$ cat src/rtl/dlc_pkg.sv
package dlc_pkg;

   typedef enum logic [1:0] {
      MODE_WIDE4 = 2'd0,
      MODE_SEL5  = 2'd1,
      MODE_SEL6  = 2'd2,
      MODE_ADD2  = 2'd3
   } dlc_mode_e;

   localparam int FB_SRC_CONST = 0;
   localparam int FB_SRC_INA   = 1;
   localparam int FB_SRC_LOOP  = 2;
   localparam int FB_SRC_INB   = 3;

endpackage

$ cat src/rtl/dlc_burst_ctr.sv
module dlc_burst_ctr #(
   parameter int ADDR_W = 3
) (
   input  logic              clk,
   input  logic              rst_n,
   input  logic              burst_init,
   input  logic              burst_on,
   output logic              wr_en,
   output logic [ADDR_W-1:0] wr_addr,
   output logic              done
);
   localparam int LAST = (1 << ADDR_W) - 1;

   if (ADDR_W < 1) begin : g_bad_addr_w
      $error("dlc_burst_ctr: ADDR_W must be at least 1");
   end

   assign wr_en = burst_on && !done && !burst_init;

   always_ff @(posedge clk or negedge rst_n) begin
      if (!rst_n) begin
         wr_addr <= '0;
         done    <= 1'b0;
      end else if (burst_init) begin
         wr_addr <= '0;
         done    <= 1'b0;
      end else if (wr_en) begin
         if (wr_addr == ADDR_W'(LAST)) begin
            done <= 1'b1;
         end else begin
            wr_addr <= wr_addr + 1'b1;
         end
      end
   end
endmodule

$ cat src/rtl/dlc_lut_store.sv
module dlc_lut_store #(
   parameter int LUT_IN    = 4,
   parameter int LUT_OUT   = 2,
   parameter int NUM_LUTS  = 2,
   parameter int LANE_W    = 2,
   parameter int NUM_LANES = 4,
   localparam int WORD_W   = LANE_W * NUM_LANES,
   localparam int ENTRIES  = 1 << LUT_IN,
   localparam int LUT_BITS = ENTRIES * LUT_OUT,
   localparam int WPL      = LUT_BITS / WORD_W,
   localparam int ADDR_W   = $clog2(NUM_LUTS * WPL)
) (
   input  logic                              clk,
   input  logic                              rst_n,
   input  logic                              wr_en,
   input  logic [ADDR_W-1:0]                 wr_addr,
   input  logic [WORD_W-1:0]                 wr_data,
   input  logic [LUT_IN-1:0]                 rd_addr,
   output logic [NUM_LUTS-1:0][LUT_OUT-1:0]  rd_data
);
   if (LANE_W != LUT_OUT) begin : g_bad_lane
      $error("dlc_lut_store: a lane must carry exactly one table entry");
   end
   if (LUT_BITS % WORD_W != 0) begin : g_bad_word
      $error("dlc_lut_store: table size must be a whole number of words");
   end

   for (genvar t = 0; t < NUM_LUTS; t++) begin : g_lut
      logic [LUT_BITS-1:0] cells;

      for (genvar w = 0; w < WPL; w++) begin : g_word
         always_ff @(posedge clk or negedge rst_n) begin
            if (!rst_n) begin
               cells[w*WORD_W +: WORD_W] <= '0;
            end else if (wr_en && (wr_addr == ADDR_W'(t * WPL + w))) begin
               cells[w*WORD_W +: WORD_W] <= wr_data;
            end
         end
      end

      assign rd_data[t] = cells[int'(rd_addr) * LUT_OUT +: LUT_OUT];
   end
endmodule

$ cat src/rtl/dlc_fb_mux.sv
module dlc_fb_mux #(
   parameter int NUM_OUT = 4,
   localparam int SEL_W  = $clog2(NUM_OUT)
) (
   input  logic               state_init,
   input  logic               cfg_init_src,
   input  logic               cfg_init_const,
   input  logic               cfg_run_src,
   input  logic [SEL_W-1:0]   cfg_loop_sel,
   input  logic [NUM_OUT-1:0] q_loop,
   input  logic               in_init,
   input  logic               in_run,
   output logic               fb
);
   import dlc_pkg::*;

   logic [1:0] sel;

   assign sel = state_init ? {1'b0, cfg_init_src} : {1'b1, cfg_run_src};

   always_comb begin
      case (int'(sel))
         FB_SRC_CONST: fb = cfg_init_const;
         FB_SRC_INA:   fb = in_init;
         FB_SRC_LOOP:  fb = q_loop[cfg_loop_sel];
         default:      fb = in_run;
      endcase
   end
endmodule

$ cat src/rtl/dlc_out_comb.sv
module dlc_out_comb #(
   parameter int LUT_IN   = 4,
   parameter int LUT_OUT  = 2,
   parameter int NUM_LUTS = 2,
   localparam int NUM_IN  = LUT_IN + 2,
   localparam int NUM_OUT = NUM_LUTS * LUT_OUT,
   localparam int HALF    = LUT_IN / 2
) (
   input  logic [1:0]                        cfg_mode,
   input  logic [NUM_IN-1:0]                 e,
   input  logic [NUM_LUTS-1:0][LUT_OUT-1:0]  lut_q,
   output logic [NUM_OUT-1:0]                d
);
   import dlc_pkg::*;

   if (NUM_LUTS != 2 || LUT_OUT != 2 || LUT_IN != 4) begin : g_bad_shape
      $error("dlc_out_comb: selector is built for two 4:2 tables");
   end

   dlc_mode_e          mode;
   logic [LUT_OUT-1:0] pair;
   logic               sel_bit;
   logic [HALF-1:0]    op_a;
   logic [HALF-1:0]    op_b;
   logic [HALF:0]      add_sum;
   logic               cout;
   logic               ovf;

   assign mode    = dlc_mode_e'(cfg_mode);
   assign pair    = e[LUT_IN] ? lut_q[1] : lut_q[0];
   assign sel_bit = pair[e[LUT_IN+1]];

   assign op_a    = e[HALF-1:0];
   assign op_b    = e[LUT_IN-1:HALF];
   assign add_sum = {1'b0, op_a} + {1'b0, op_b} + {{HALF{1'b0}}, e[LUT_IN]};
   assign cout    = add_sum[HALF];
   assign ovf     = (op_a[HALF-1] == op_b[HALF-1]) && (add_sum[HALF-1] != op_a[HALF-1]);

   always_comb begin
      d = '0;
      case (mode)
         MODE_WIDE4: d = {lut_q[1], lut_q[0]};
         MODE_SEL5:  d[LUT_OUT-1:0] = pair;
         MODE_SEL6:  d[0] = sel_bit;
         default:    d = {ovf, cout, pair};
      endcase
   end
endmodule

$ cat src/rtl/dual_lut_cell.sv
module dual_lut_cell #(
   parameter int LUT_IN    = 4,
   parameter int LUT_OUT   = 2,
   parameter int NUM_LUTS  = 2,
   parameter int LANE_W    = 2,
   parameter int NUM_LANES = 4,
   localparam int NUM_IN   = LUT_IN + 2,
   localparam int NUM_OUT  = NUM_LUTS * LUT_OUT,
   localparam int SEL_W    = $clog2(NUM_OUT),
   localparam int LANE_BITS = LANE_W * NUM_LANES
) (
   input  logic                 clk,
   input  logic                 rst_n,
   input  logic [NUM_IN-1:0]    cell_in,
   input  logic                 row_en,
   input  logic                 state_init,
   input  logic                 burst_init,
   input  logic                 burst_on,
   input  logic [LANE_BITS-1:0] burst_lanes,
   input  logic [1:0]           cfg_mode,
   input  logic                 cfg_fb_en,
   input  logic                 cfg_init_src,
   input  logic                 cfg_init_const,
   input  logic                 cfg_run_src,
   input  logic [SEL_W-1:0]     cfg_loop_sel,
   output logic [NUM_OUT-1:0]   cell_q
);
   localparam int ENTRIES = 1 << LUT_IN;
   localparam int WPL     = (ENTRIES * LUT_OUT) / LANE_BITS;
   localparam int ADDR_W  = $clog2(NUM_LUTS * WPL);
   localparam int FB_POS  = LUT_IN - 1;

   if (ADDR_W != 3) begin : g_bad_ctr
      $error("dual_lut_cell: burst counter is expected to be 3 bits wide");
   end

   logic [ADDR_W-1:0]                burst_addr;
   logic                             burst_wr;
   logic                             burst_done;
   logic                             fb_val;
   logic [NUM_IN-1:0]                eff_in;
   logic [NUM_LUTS-1:0][LUT_OUT-1:0] lut_q;
   logic [NUM_OUT-1:0]               next_q;

   dlc_burst_ctr #(.ADDR_W(ADDR_W)) u_ctr (
      .clk        (clk),
      .rst_n      (rst_n),
      .burst_init (burst_init),
      .burst_on   (burst_on),
      .wr_en      (burst_wr),
      .wr_addr    (burst_addr),
      .done       (burst_done)
   );

   dlc_fb_mux #(.NUM_OUT(NUM_OUT)) u_fb (
      .state_init     (state_init),
      .cfg_init_src   (cfg_init_src),
      .cfg_init_const (cfg_init_const),
      .cfg_run_src    (cfg_run_src),
      .cfg_loop_sel   (cfg_loop_sel),
      .q_loop         (cell_q),
      .in_init        (cell_in[NUM_IN-1]),
      .in_run         (cell_in[NUM_IN-2]),
      .fb             (fb_val)
   );

   always_comb begin
      eff_in = cell_in;
      if (cfg_fb_en) begin
         eff_in[FB_POS] = fb_val;
      end
   end

   dlc_lut_store #(
      .LUT_IN    (LUT_IN),
      .LUT_OUT   (LUT_OUT),
      .NUM_LUTS  (NUM_LUTS),
      .LANE_W    (LANE_W),
      .NUM_LANES (NUM_LANES)
   ) u_store (
      .clk     (clk),
      .rst_n   (rst_n),
      .wr_en   (burst_wr),
      .wr_addr (burst_addr),
      .wr_data (burst_lanes),
      .rd_addr (eff_in[LUT_IN-1:0]),
      .rd_data (lut_q)
   );

   dlc_out_comb #(
      .LUT_IN   (LUT_IN),
      .LUT_OUT  (LUT_OUT),
      .NUM_LUTS (NUM_LUTS)
   ) u_comb (
      .cfg_mode (cfg_mode),
      .e        (eff_in),
      .lut_q    (lut_q),
      .d        (next_q)
   );

   for (genvar i = 0; i < NUM_OUT; i++) begin : g_oreg
      always_ff @(posedge clk or negedge rst_n) begin
         if (!rst_n) begin
            cell_q[i] <= 1'b0;
         end else if (row_en && !burst_wr) begin
            cell_q[i] <= next_q[i];
         end
      end
   end
endmodule

$ cat config.mk
export PLATFORM = sky130hd
export DESIGN_NAME = dual_lut_cell
export DESIGN_NICKNAME = d
export VERILOG_FILES = /design/src/rtl/dlc_pkg.sv /design/src/rtl/dlc_burst_ctr.sv /design/src/rtl/dlc_lut_store.sv /design/src/rtl/dlc_fb_mux.sv /design/src/rtl/dlc_out_comb.sv /design/src/rtl/dual_lut_cell.sv
export SDC_FILE = /design/constraint.sdc
export NUM_CORES = 1
export LEC_CHECK = 0
export ABC_AREA = 1
export BUFFER_PORTS_ARGS = -buffer_cell sky130_fd_sc_hd__clkbuf_2
export CAP_MARGIN = 20
export CORE_MARGIN = 5
export CORE_UTILIZATION = 24
export DETAILED_ROUTE_END_ITERATION = 12
export PLACE_DENSITY = 0.47
export SYNTH_ARGS = -nofsm -noshare
export SYNTH_HDL_FRONTEND = slang
export SYNTH_HIERARCHICAL = 1
export SYNTH_SLANG_ARGS = --single-unit
$ cat constraint.sdc
create_clock -name clk -period 1.9 [get_ports clk]
set_input_delay 0.095 -clock clk [delete_from_list [all_inputs] [get_ports clk]]
set_output_delay 0.095 -clock clk [all_outputs]
set_load 0.03 [all_outputs]
Word-level counts from Yosys, hierarchy flattened
Cells that the tools add are included.

$add $sub $neg: 3. Reductions and logical operators: 23. Equality and inequality tests: 14. Shift operators: 2. Mux-type cells: 17. $lt $le $gt $ge: 2.

Operator list (number): $shiftx A32 B6 Y2 (2); $eq A3 B3 Y1 const B (4); $logic_and A1 B1 Y1 (12); $mux W3 (3); $mux W1 (7); $eq A3 B2 Y1 const B (2); $eq A2 B1 Y1 const B (2); $eq A2 B2 Y1 const B (2); $logic_not A2 Y1 (2); $mux W2 (2); $pmux W1 S2 (2); $pmux W2 S2 (1); $reduce_and A2 Y1 (2); $reduce_bool A2 Y1 (2); $add A2 B2 Y3 (1); $add A3 B1 Y3 (1); $add A3 B1 Y3 const B (1); $eq A3 B1 Y1 const B (1); $logic_not A1 Y1 (3); $logic_not A3 Y1 (1); $lt A2 B3 Y1 const B (1); $pmux W1 S3 (1); $bmux W1 S2 (1); $lt A1 B2 Y1 const B (1); other kinds (4) (4).

Register bits after elaboration: 72. Word-level logic and storage cells: 75. Input bits: 28. Output and inout bits: 4.

Depth between registers and ports, before layout
Gate-level depths: netlist (run 1).

Depth in word-level cells: 9. Mapped depth: 18.

Cells and area by module
The synthesis (run 1) kept the hierarchy.

By module, submodules not included: dlc_lut_store (times used 1, cells each 421, area each 3155.5 um^2); dlc_burst_ctr (times used 1, cells each 30, area each 230.2 um^2); dlc_out_comb (times used 1, cells each 34, area each 188.9 um^2); dual_lut_cell (times used 1, cells each 21, area each 172.7 um^2); dlc_fb_mux (times used 1, cells each 15, area each 83.8 um^2).

Worst setup path after synthesis (run 1)
OpenSTA, ideal clock, no wires.

Path kind: flip-flop to flip-flop. From: register cell_q[1]. To: register cell_q[3]. Buffers on the path: 0. Stages on the path, launching flop included: 14. Data required time: 1.782 ns. Arrival time: 2.070 ns. Setup slack: -0.287 ns. Library setup time: 0.118 ns. Clock period less this slack: 2.187 ns. Path through: dfrtp_1 > nand2_1 > nand3_2 > nand3_2 > a21oi_2 > nand2_1 > o21ai_0 > fa_1 > nor2_1 > nor3_2 > nand2_1 > o21ai_2 > nand3_1 > nand2_1.

Cells in the longest elaborated chain, start to end: 9. Elaborated cells on any way between the ends: 11.

Ends and longest elaborated chain: from (decl) (line dual_lut_cell.sv:26) `output logic [NUM_OUT-1:0] cell_q`; from (signal, indexed assignment) (line dual_lut_cell.sv:106) `cell_q[i] <= next_q[i];`; $bmux W1 S2 (*) (line dlc_fb_mux.sv:25) `FB_SRC_LOOP: fb = q_loop[cfg_loop_sel];`; $mux W1 (not written as such) (*) (line dlc_fb_mux.sv:25); $pmux W1 S3 (*) (line dlc_fb_mux.sv:22) `case (int'(sel))`; net fb_val (line dual_lut_cell.sv:40) `logic fb_val;`; $mux W1 (*) (line dual_lut_cell.sv:69) `if (cfg_fb_en) begin`; net eff_in[3] (line dual_lut_cell.sv:41) `logic [NUM_IN-1:0] eff_in;`; $add A2 B2 Y3 (line dlc_out_comb.sv:35) `assign add_sum = {1'b0, op_a} + {1'b0, op_b} + {{HALF{1'b0}}, e[LUT_IN]};`; $add A3 B1 Y3 (line dlc_out_comb.sv:35); $ne A1 B1 Y1 (line dlc_out_comb.sv:37) `assign ovf = (op_a[HALF-1] == op_b[HALF-1]) && (add_sum[HALF-1] != op_a[HALF-1]);`; $logic_and A1 B1 Y1 (line dlc_out_comb.sv:37); $pmux W2 S2 (*) (line dlc_out_comb.sv:41) `case (mode)`; net next_q[3] (line dual_lut_cell.sv:43) `logic [NUM_OUT-1:0] next_q;`.

The timed path passes the listed nets; every way through them passes the cells marked *. The select of a mux whose other input is x is not followed. A chain may end at the register's enable or synchronous reset.

Worst setup path after layout (run 1)
From: register cell_q[0]. To: register cell_q[3].

Same word-level chain as after synthesis.

==> results of run 1 <==
## cell type report
| cell class | instances | area (sq um) | share of cell area [%] |
|---|---|---|---|
| Sequential cell | 72 | 1810 | 39.5 |
| Inverter | 85 | 319 | 6.98 |
| Clock inverter | 1 | 30.0 | 0.657 |
| Multi-Input combinational cell | 345 | 1590 | 34.8 |
| Clock buffer | 13 | 240 | 5.25 |
| Tap cell | 216 | 270 | 5.91 |
| Timing Repair Buffer | 48 | 315 | 6.89 |
## metrics by stage
stage	power, mW	TNS (ps)	instances	hold slack, ps
3_3_place_gp	3.28	0	763	156
4_1_cts	4.95	0	780	6.56
3_5_place_dp	3.31	0	763	157
2_1_floorplan	2.97	-11.4	521	-201
6_report	4.88	0	780	13.0
5_1_grt	5.26	-154	780	21.8
## kinds of logic (layout without fill, tap and decap cells)
logic type | after synthesis | after routing | synth area share [%]
compound gates | 75 | 75 | 10.1
simple gates | 265 | 265 | 29.4
buf+inv | 104 | 147 | 11.7
fa+ha+maj | 5 | 5 | 1.83
flops | 72 | 72 | 47.0
## power breakdown
part           total, mW  internal, mW  switching, mW
clock               1.60          1.00          0.597
combinational       1.09         0.432          0.658
sequential          2.19          1.97          0.222
## cells in the final DEF (no fill, tap or decap), drive strengths merged
cell	instances
a21o	1
a21oi	5
buf	15
bufinv	1
clkbuf	43
dfrtp	72
dlygate4sd3	3
fa	1
ha	4
inv	85
nand2	182
nand3	71
nor2	10
nor3	2
o21ai	69
## worst paths after layout
check,depth (start not counted),start,end,slack [ps]
setup / recovery,13,cell_q[0],cell_q[3],80
hold / removal,3,burst_lanes[1],u_store/g_lut[1].cells[25],10
setup reg to reg,13,cell_q[0],cell_q[3],80
hold reg to reg,2,u_store/g_lut[1].cells[10],u_store/g_lut[1].cells[10],480
max in group asynchronous,3,rst_n,u_store/g_lut[1].cells[16],1250
min in group asynchronous,3,rst_n,u_ctr/done,320
## state kept, by name (all words and copies together) (netlist names)
| name | flops |
|---|---|
| u_ctr/done | 1 |
| cell_q | 4 |
| u_store/g_lut.cells | 64 |
| u_ctr/wr_addr | 3 |
## tightest hold or removal path, stage by stage
cell      delay (ps)
clkbuf_2         100
nand2_1           50
o21ai_0           60
## repair_timing
item / CTS / global route
hold buffers: 3 / 0
endpoints found under the hold margin: 74 / 0
gates resized for setup: 0 / 2
endpoints found under the setup margin: 0 / 3
## routing by layer
| metal | share of wire [%] | up-vias |
|---|---|---|
| met3 | 5.6 | 19 |
| met5 | 0 | - |
| met1 | 48 | 1557 |
| met4 | 2.3 | 0 |
| met2 | 44 | 101 |
| li1 | - | 1703 |
==> flow_metrics.py, run 1 <==
metrics = {
    "routing": {
        "drt_iter0_markers": 228,
        "via_per_inst": 4.33,
        "drc": 0,
        "vias": 3380,
        "drt_pass1_iterations": 5,
        "ant_nets": 0,
        "routed_wl_um": 10200,
        "wl_per_cell_um": 13.0,
    },
    "sta": {
        "rsz0062_at_grt": "true",
        "timing_hold_violations_final": 0,
        "finalCriticalPeriod_ps": 1820,
        "setup_viol": 0,
        "fin_crit_sh_pct": 95.7,
        "setup_ws_ps": 81.3,
        "skew_ps": 4.37,
        "drv_slew": 0,
        "worst_slew_pin_slew_ps": 490,
        "fmax_mhz": 550,
        "maxSlewHeadroom_pct": 67.2,
    },
    "finish": {
        "nets": 594,
        "finalInstanceArea_sq_mm": 0.00457,
        "fill_cells": 1750,
        "antenna_cells": 0,
        "area_growth_pct": 19.4,
        "postLayoutCoreUtil_pct": 29.0,
        "drive_above_1_share_pct": 13.3,
    },
    "place": {
        "dpl.hpwl_um": 6990,
        "port_buffers": 31,
        "gp_congestion": 0.794,
        "pre_cts_slack_ps": 24.6,
        "place_area_sq_mm": 0.00427,
    },
    "worst_setup_path": {
        "slowest_delay_ps": 510,
        "setup.worst_path.class": "reg -> reg",
        "crit_path_end_kind": "flop",
        "worst_ep_arrival_time_ps": 2080,
        "crit_family": "simple AND/OR/NAND/NOR gates",
        "worst_setup_path_start_kind": "flop",
        "cp_cell_sequence": "nand2_2, nand3_2, nand3_2, a21oi_2, nand2_1, o21ai_2, fa_1, nor2_1, nor3_2, nand2_1, o21ai_2, nand3_1, nand2_1",
        "cp_num_buf_inv": 0,
        "path_common_cell": "nand2_1",
        "crit_slowest_cell": "fa_1",
        "critical_path_peak_fanout": 3,
        "critical_path_required_ps": 2160,
    },
    "clocking": {
        "htree_levels": 3,
        "cts_tree": "done",
        "cts.reportedPaths.clkPinSlew_ps": 60,
        "cts-root-buf": "clkbuf_16",
        "cts_buffer_depth": 2,
        "cts.sinks": 72,
        "cts_made_buffers": 9,
        "postCtsSetupBuffers": 0,
        "worstSkewPairLatency_ps": 320,
    },
    "global_routing": {
        "grt_overflow": 0,
        "antenna_found_initial": 0,
        "grt_pass1_vias": 3277,
        "met2_usage_pct": 17.6,
        "grt_first_pass_wirelength_um": 16700,
        "met3_usage_pct": 2.66,
        "grt_max_degree": 73,
        "gr-max-usage-layer": "met2",
        "track_usage_pct": 11.6,
        "use_met1_pct": 15.8,
    },
    "logic_synthesis": {
        "avgSynthCellArea_sq_um": 7.35,
        "synth_ff_type": "dfrtp_1",
        "yosysWarnings": 6,
        "netlist-cell-type-count": 22,
        "seq_area_frac_synth_pct": 47.0,
        "ys_async_sr_fraction_pct": 100,
        "synth_top_area_share_pct": 47.0,
        "synth-seq-cells": 72,
        "yosys.area.top_type": "dfrtp_1",
        "synthCells": 521,
        "synth.most_common_cell": "nand2_1",
        "synth_edf_count": 0,
        "syn_nets": 554,
        "ys_top_cells_by_area": "dfrtp_1 47%, nand2_1 18%, nand3_1 8.9%",
        "syn_area_sq_mm": 0.00383,
        "synthTopCellsByCount": "179 x nand2_1, 83 x inv_1, 72 x dfrtp_1",
    },
    "floorplan": {
        "initial_utilization_pct": 24.3,
        "rows": 46,
        "die_w_um": 136,
        "dieHeight_um": 136,
        "dieArea_sq_mm": 0.0186,
        "io_pins": 32,
        "fp.coreArea_sq_mm": 0.0158,
    },
    "flow_run": {
        "drv_cap": 0,
    },
    "outcome": {
        "status": "completed",
    },
    "pwr": {
        "irDropWorstVdd_v": 0.000469,
        "p_leak_nw": 2.34,
        "p_per_area_mw_per_mm2": 1070,
    },
    "min_path": {
        "hold_path_class": "in -> reg",
    },
}
(Power assumes the default switching activity.)
==> inputs of run 2 (changes only) <==
HOLD_SLACK_MARGIN = 0.08   (was default)
==> run 2 against run 1 <==
Count of clock-buffer cells in the layout unchanged. Setup slack about the same. Largest power group unchanged. Register-to-register slack is essentially flat. Flip-flop and latch count stayed put. Core utilization up 0.57 points. Cell count up 1.2%. Critical path type unchanged. Sequential share of layout area decreased by 0.76 points. Sequential power about the same. Total power up 0.27%. Global-route usage increased by 0.055 points.
==> flow_metrics.py, run 2 (synthesis results as in run 1) <==
metrics = {
    "outcome": {
        "status": "completed",
    },
    "worst_setup_path": {
        "crit_path_end_kind": "flop",
        "critical_path_required_ps": 2160,
        "worst_setup_path_start_kind": "flop",
        "worst_ep_arrival_time_ps": 2080,
        "setup.worst_path.class": "reg -> reg",
        "critical_path_peak_fanout": 3,
    },
    "place": {
        "gp_congestion": 0.794,
        "place_area_sq_mm": 0.00427,
        "port_buffers": 31,
        "dpl.hpwl_um": 6990,
    },
    "routing": {
        "drt_pass1_iterations": 5,
        "wl_per_cell_um": 12.9,
        "vias": 3399,
        "via_per_inst": 4.31,
        "drt_iter0_markers": 236,
        "ant_nets": 0,
        "drc": 0,
        "routed_wl_um": 10200,
    },
    "sta": {
        "fmax_mhz": 550,
        "setup_viol": 0,
        "fin_crit_sh_pct": 95.7,
        "timing_hold_violations_final": 0,
        "maxSlewHeadroom_pct": 66.8,
        "finalCriticalPeriod_ps": 1820,
        "rsz0062_at_grt": "true",
        "worst_slew_pin_slew_ps": 496,
        "drv_slew": 0,
        "fin_hold_ws_ps": 173,
        "skew_ps": 4.46,
    },
    "finish": {
        "largest_reg_flops": 64,
        "nets": 603,
        "fill_cells": 1741,
        "largestRegisters": "u_store/g_lut.cells (64), cell_q (4), u_ctr/wr_addr (3)",
        "final_common_cell": "nand2_1",
        "regMostFlops": "u_store/g_lut.cells",
        "finalInstanceArea_sq_mm": 0.00466,
        "antenna_cells": 0,
        "area_growth_pct": 21.7,
        "drive_above_1_share_pct": 13.1,
        "mostFrequentLayoutCells": "177 x nand2_1, 83 x inv_1, 68 x nand3_1, 68 x dfrtp_1, 67 x o21ai_0",
    },
    "clocking": {
        "htree_levels": 3,
        "cts-root-buf": "clkbuf_16",
        "cts.reportedPaths.clkPinSlew_ps": 60,
        "postCtsSetupBuffers": 0,
        "cts_made_buffers": 9,
        "cts_tree": "done",
        "worstSkewPairLatency_ps": 320,
        "cts.sinks": 72,
        "cts_buffer_depth": 2,
    },
    "pwr": {
        "p_leak_nw": 2.38,
        "p_per_area_mw_per_mm2": 1050,
        "irDropWorstVdd_v": 0.000472,
    },
    "min_path": {
        "hold_path_class": "in -> reg",
    },
    "floorplan": {
        "rows": 46,
        "die_w_um": 136,
        "fp.coreArea_sq_mm": 0.0158,
        "dieArea_sq_mm": 0.0186,
        "io_pins": 32,
        "dieHeight_um": 136,
        "initial_utilization_pct": 24.3,
    },
    "global_routing": {
        "grt_pass1_vias": 3298,
        "track_usage_pct": 11.6,
        "grt_overflow": 0,
        "grt_first_pass_wirelength_um": 16800,
        "antenna_found_initial": 0,
        "grt_max_degree": 73,
    },
    "flow_run": {
        "drv_cap": 0,
    },
}
## run 2: cell types whose count changed in the layout (fill, tap and decap cells not counted), sizes merged
cell and delta:
dlygate4sd3 +9
## run 2: critical path, cell delays in order (launching register included)
cell and delay, ps:
dfrtp_2 420, nand2_2 80, nand3_2 60, nand3_2 70, a21oi_2 40, nand2_1 60, o21ai_2 80, fa_1 510
nor2_1 50, nor3_2 100, nand2_1 80, o21ai_2 50, nand3_1 80, nand2_1 70
## run 2: repair_timing
item                                    CTS  global route
resized for setup                         0             2
hold buffers                             12             0
endpoints found under the setup margin    0             3
hold endpoints to repair                 84             0
## run 2: final cells by class
cell class / count / area (sq um) / area share (%)
timing repair buffer: 57 / 405 / 8.69
clock inverter: 1 / 30.0 / 0.644
clock buffer: 13 / 240 / 5.15
sequential: 72 / 1810 / 38.7
inverter: 85 / 319 / 6.84
multi-input combinational: 345 / 1590 / 34.1
tap: 216 / 270 / 5.80
## run 2: path summary, 6_finish.rpt
check                                            from                          to  slack (ps)  cells past startpoint
max                                         cell_q[0]                   cell_q[3]          80                     13
min                                       cfg_mode[1]                   cell_q[2]         170                      5
max reg2reg                                 cell_q[0]                   cell_q[3]          80                     13
min reg2reg                u_store/g_lut[1].cells[10]  u_store/g_lut[1].cells[10]         480                      2
max in group asynchronous                       rst_n  u_store/g_lut[1].cells[16]        1250                      3
min in group asynchronous                       rst_n                  u_ctr/done         320                      3
## run 2: metal layers
layer  wire length, um  global-route usage (%)  vias to the layer above
met3               550                    2.63                       19
met4               228                    4.98                        0
met5                 0                       0                        -
met2              4440                    17.7                       96
met1              4990                    15.9                     1564
li1                  -                       -                     1720
## run 2: stage by stage
step | setup TNS [ps] | std cells | total power, mW | utilization, % | setup slack, ps
finish | 0 | 789 | 4.90 | 29.6 | 81.2
global route | -154 | 789 | 5.27 | 29.6 | -79.4
CTS | 0 | 789 | 4.96 | 29.5 | 11.5
detailed placement | 0 | 763 | 3.31 | 27.1 | 24.6
global placement | 0 | 763 | 3.28 | 27.1 | 33.8
floorplan | -11.4 | 521 | 2.97 | - | -11.4
## run 2: power by group
part	internal [mW]	total [mW]	switching (mW)	leakage, nW
clock network	1.00	1.60	0.597	0.130
logic	0.443	1.10	0.661	1.35
registers	1.97	2.19	0.222	0.904
==> inputs of run 3 (changes only) <==
ABC_AREA = 0   (was 1)
==> run 3 against run 2 <==
The run now ends with negative setup slack left. Global-route usage fell by 1.9 points. Critical path type unchanged. Register-to-register slack got worse by 650 ps. Cell count fell by 37%. Via count fell by 34%. Sequential power fell by 14%. Flip-flop and latch count did not move. Largest cell class is now multi-input gates.
==> flow_metrics.py, run 3 <==
metrics = {
    "global_routing": {
        "track_usage_pct": 9.71,
        "antenna_found_initial": 0,
        "grt_pass1_vias": 2375,
        "grt_first_pass_wirelength_um": 13300,
        "grt_overflow": 0,
        "grt_max_degree": 73,
    },
    "pwr": {
        "p_clk_share_pct": 41.8,
        "finalPower_mw": 4.60,
        "netSwitchingFraction_pct": 23.7,
        "seqPwrFrac_pct": 40.9,
        "p_leak_nw": 2.25,
        "p_switching_mw": 1.09,
        "p_per_area_mw_per_mm2": 976,
        "irDropWorstVdd_v": 0.000442,
        "p_int_mw": 3.51,
        "combPwrFrac_pct": 17.3,
    },
    "worst_setup_path": {
        "critical_path_required_ps": 2110,
        "crit_path_end_kind": "flop",
        "setup.worst_path.class": "reg -> reg",
        "worst-r2r-setup-slack_ps": -570,
        "r2r_start": "cell_q[3]",
        "worst_setup_path_start_kind": "flop",
        "critical_path_peak_fanout": 8,
        "rr_worst_depth": 8,
        "critPathLaunch": "cell_q[3]",
        "worst_ep_arrival_time_ps": 2670,
    },
    "floorplan": {
        "dieArea_sq_mm": 0.0177,
        "rows": 45,
        "initial_utilization_pct": 24.2,
        "io_pins": 32,
        "fp.coreArea_sq_mm": 0.0150,
        "dieHeight_um": 133,
        "die_w_um": 133,
    },
    "logic_synthesis": {
        "synthCells": 235,
        "synth.most_common_cell": "dfrtp_1",
        "yosysWarnings": 6,
        "synth_top_area_share_pct": 49.5,
        "netlist-cell-type-count": 32,
        "yosys.area.top_type": "dfrtp_1",
        "synth_ff_type": "dfrtp_1",
        "synth_edf_count": 0,
        "ys_async_sr_fraction_pct": 100,
        "ys_top_cells_by_area": "dfrtp_1 49%, mux2_2 20%, mux4_1 10%",
        "syn_nets": 268,
        "syn_area_sq_mm": 0.00364,
        "synth-seq-cells": 72,
        "seq_area_frac_synth_pct": 49.5,
        "synthTopCellsByCount": "72 x dfrtp_1, 66 x mux2_2, 14 x mux4_1",
        "avgSynthCellArea_sq_um": 15.5,
    },
    "finish": {
        "area_growth_pct": 29.5,
        "fin_cells": 496,
        "largest_reg_flops": 64,
        "final_common_cell": "dfrtp_1",
        "mostFrequentLayoutCells": "68 x dfrtp_1, 65 x mux2_2, 30 x clkbuf_2",
        "antenna_cells": 0,
        "largestRegisters": "u_store/g_lut.cells (64), cell_q (4), u_ctr/wr_addr (3)",
        "nets": 336,
        "regMostFlops": "u_store/g_lut.cells",
        "drive_above_1_share_pct": 57.8,
    },
    "sta": {
        "finalCriticalPeriod_ps": 2470,
        "maxSlewHeadroom_pct": 73.0,
        "fin_crit_sh_pct": 130,
        "fmax_mhz": 406,
        "worst_slew_pin_slew_ps": 405,
        "rsz0062_at_grt": "true",
        "setup_viol": 4,
        "timing_hold_violations_final": 0,
        "setup_ws_ps": -566,
        "skew_ps": 3.91,
        "drv_slew": 0,
    },
    "outcome": {
        "status": "finished, violations left",
        "failed_checks": "negative setup slack",
    },
    "place": {
        "pre_cts_slack_ps": -611,
        "port_buffers": 31,
        "dp.cells": 476,
        "dpl.hpwl_um": 5870,
        "gp_congestion": 0.728,
    },
    "clocking": {
        "worstSkewPairLatency_ps": 320,
        "cts.reportedPaths.clkPinSlew_ps": 60,
        "cts_tree": "done",
        "cts.sinks": 72,
        "cts_buffer_depth": 2,
        "htree_levels": 3,
        "cts_made_buffers": 9,
        "cts-root-buf": "clkbuf_16",
    },
    "min_path": {
        "worstHoldPathCells": 3,
        "hold_path_class": "in -> reg",
        "min_from": "burst_init",
    },
    "routing": {
        "vias": 2235,
        "drt_pass1_iterations": 4,
        "wl_per_cell_um": 16.9,
        "ant_nets": 0,
        "drc": 0,
        "drt_iter0_markers": 102,
        "routed_wl_um": 8390,
        "via_per_inst": 4.51,
    },
    "flow_run": {
        "drv_cap": 0,
    },
}
run 3: cell count changes in the layout (fill, tap and decap cells not counted), moves of 14 or more:
cell / before / now
nand2_1: 177 / 9
inv_1: 83 / 0
o21ai_0: 67 / 0
mux2_2: 0 / 65
nand3_1: 68 / 4
buf_4: 12 / 26
mux4_1: 0 / 14
run 3: cells by family (layout without fill, tap and decap cells):
family | after synthesis | count (layout) | synth area share [%]
xor gates and xnor gates | 1 | 1 | 0.241
DFF | 72 | 72 | 49.5
muxes | 92 | 92 | 35.7
and+or+nand+nor | 46 | 46 | 8.73
AOI/OAI and AO/OA | 11 | 11 | 2.13
buffers and inverters | 8 | 81 | 1.82
adders and majority gates | 5 | 5 | 1.92
run 3: timing repair:
action,4_1_cts,5_1_grt
gates resized for setup,6,7
hold buffers,3,0
pin swaps,6,4
gates cloned,0,0
setup endpoints to repair,4,28
setup buffers,0,1
endpoints found under the hold margin,73,0
run 3: per-stage QoR:
step           hold slack (ps)  area (sq um)  utilization [%]  setup TNS (ps)
2_1_floorplan             -201          3660                -           -2340
3_3_place_gp               146          4260             28.4           -2080
3_5_place_dp               159          4260             28.4           -2100
4_1_cts                    134          4660             31.0           -2030
5_1_grt                    161          4720             31.4           -2320
6_report                   151          4720             31.4           -1910
run 3: area by class of cell:
class / count / area (sq um)
clock buffer: 9 / 225
clock inverter: 7 / 120
fill: 1496 / 10300
multi-input combinational: 155 / 1850
sequential: 72 / 1810
tap: 188 / 235
timing repair buffer: 65 / 480
run 3: critical path, cell delays in order (launching register included):
cell and delay (ps):
dfrtp_2 400, mux4_2 460, nand2b_1 80, a22oi_1 80, mux2_4 320, fa_2 560
xnor2_2 120, o31ai_2 80, mux2_4 250
run 3: power groups by stage:
stage	sequential [mW]	clock, mW	combinational [mW]
after floorplan	1.90	0	0.480
after global routing	1.91	2.03	0.865
after CTS	1.88	1.97	0.794
final	1.88	1.92	0.798
after global placement	1.90	0	0.765
after detailed placement	1.91	0	0.776
run 3: routing by layer:
layer	track usage [%]	part of all wire (%)	up-vias
li1	-	-	1034
met2	14.7	45	47
met5	0	0	-
met4	2.74	1.0	0
met1	13.6	50	1144
met3	2.83	3.9	10
run 3: path summary, 6_finish.rpt:
check | to
hold reg to reg | u_store/g_lut[1].cells[3]
setup reg to reg | cell_q[3]
max in group asynchronous | u_store/g_lut[1].cells[21]
min in group asynchronous | u_ctr/done
setup / recovery | cell_q[3]
hold / removal | u_ctr/wr_addr[2]
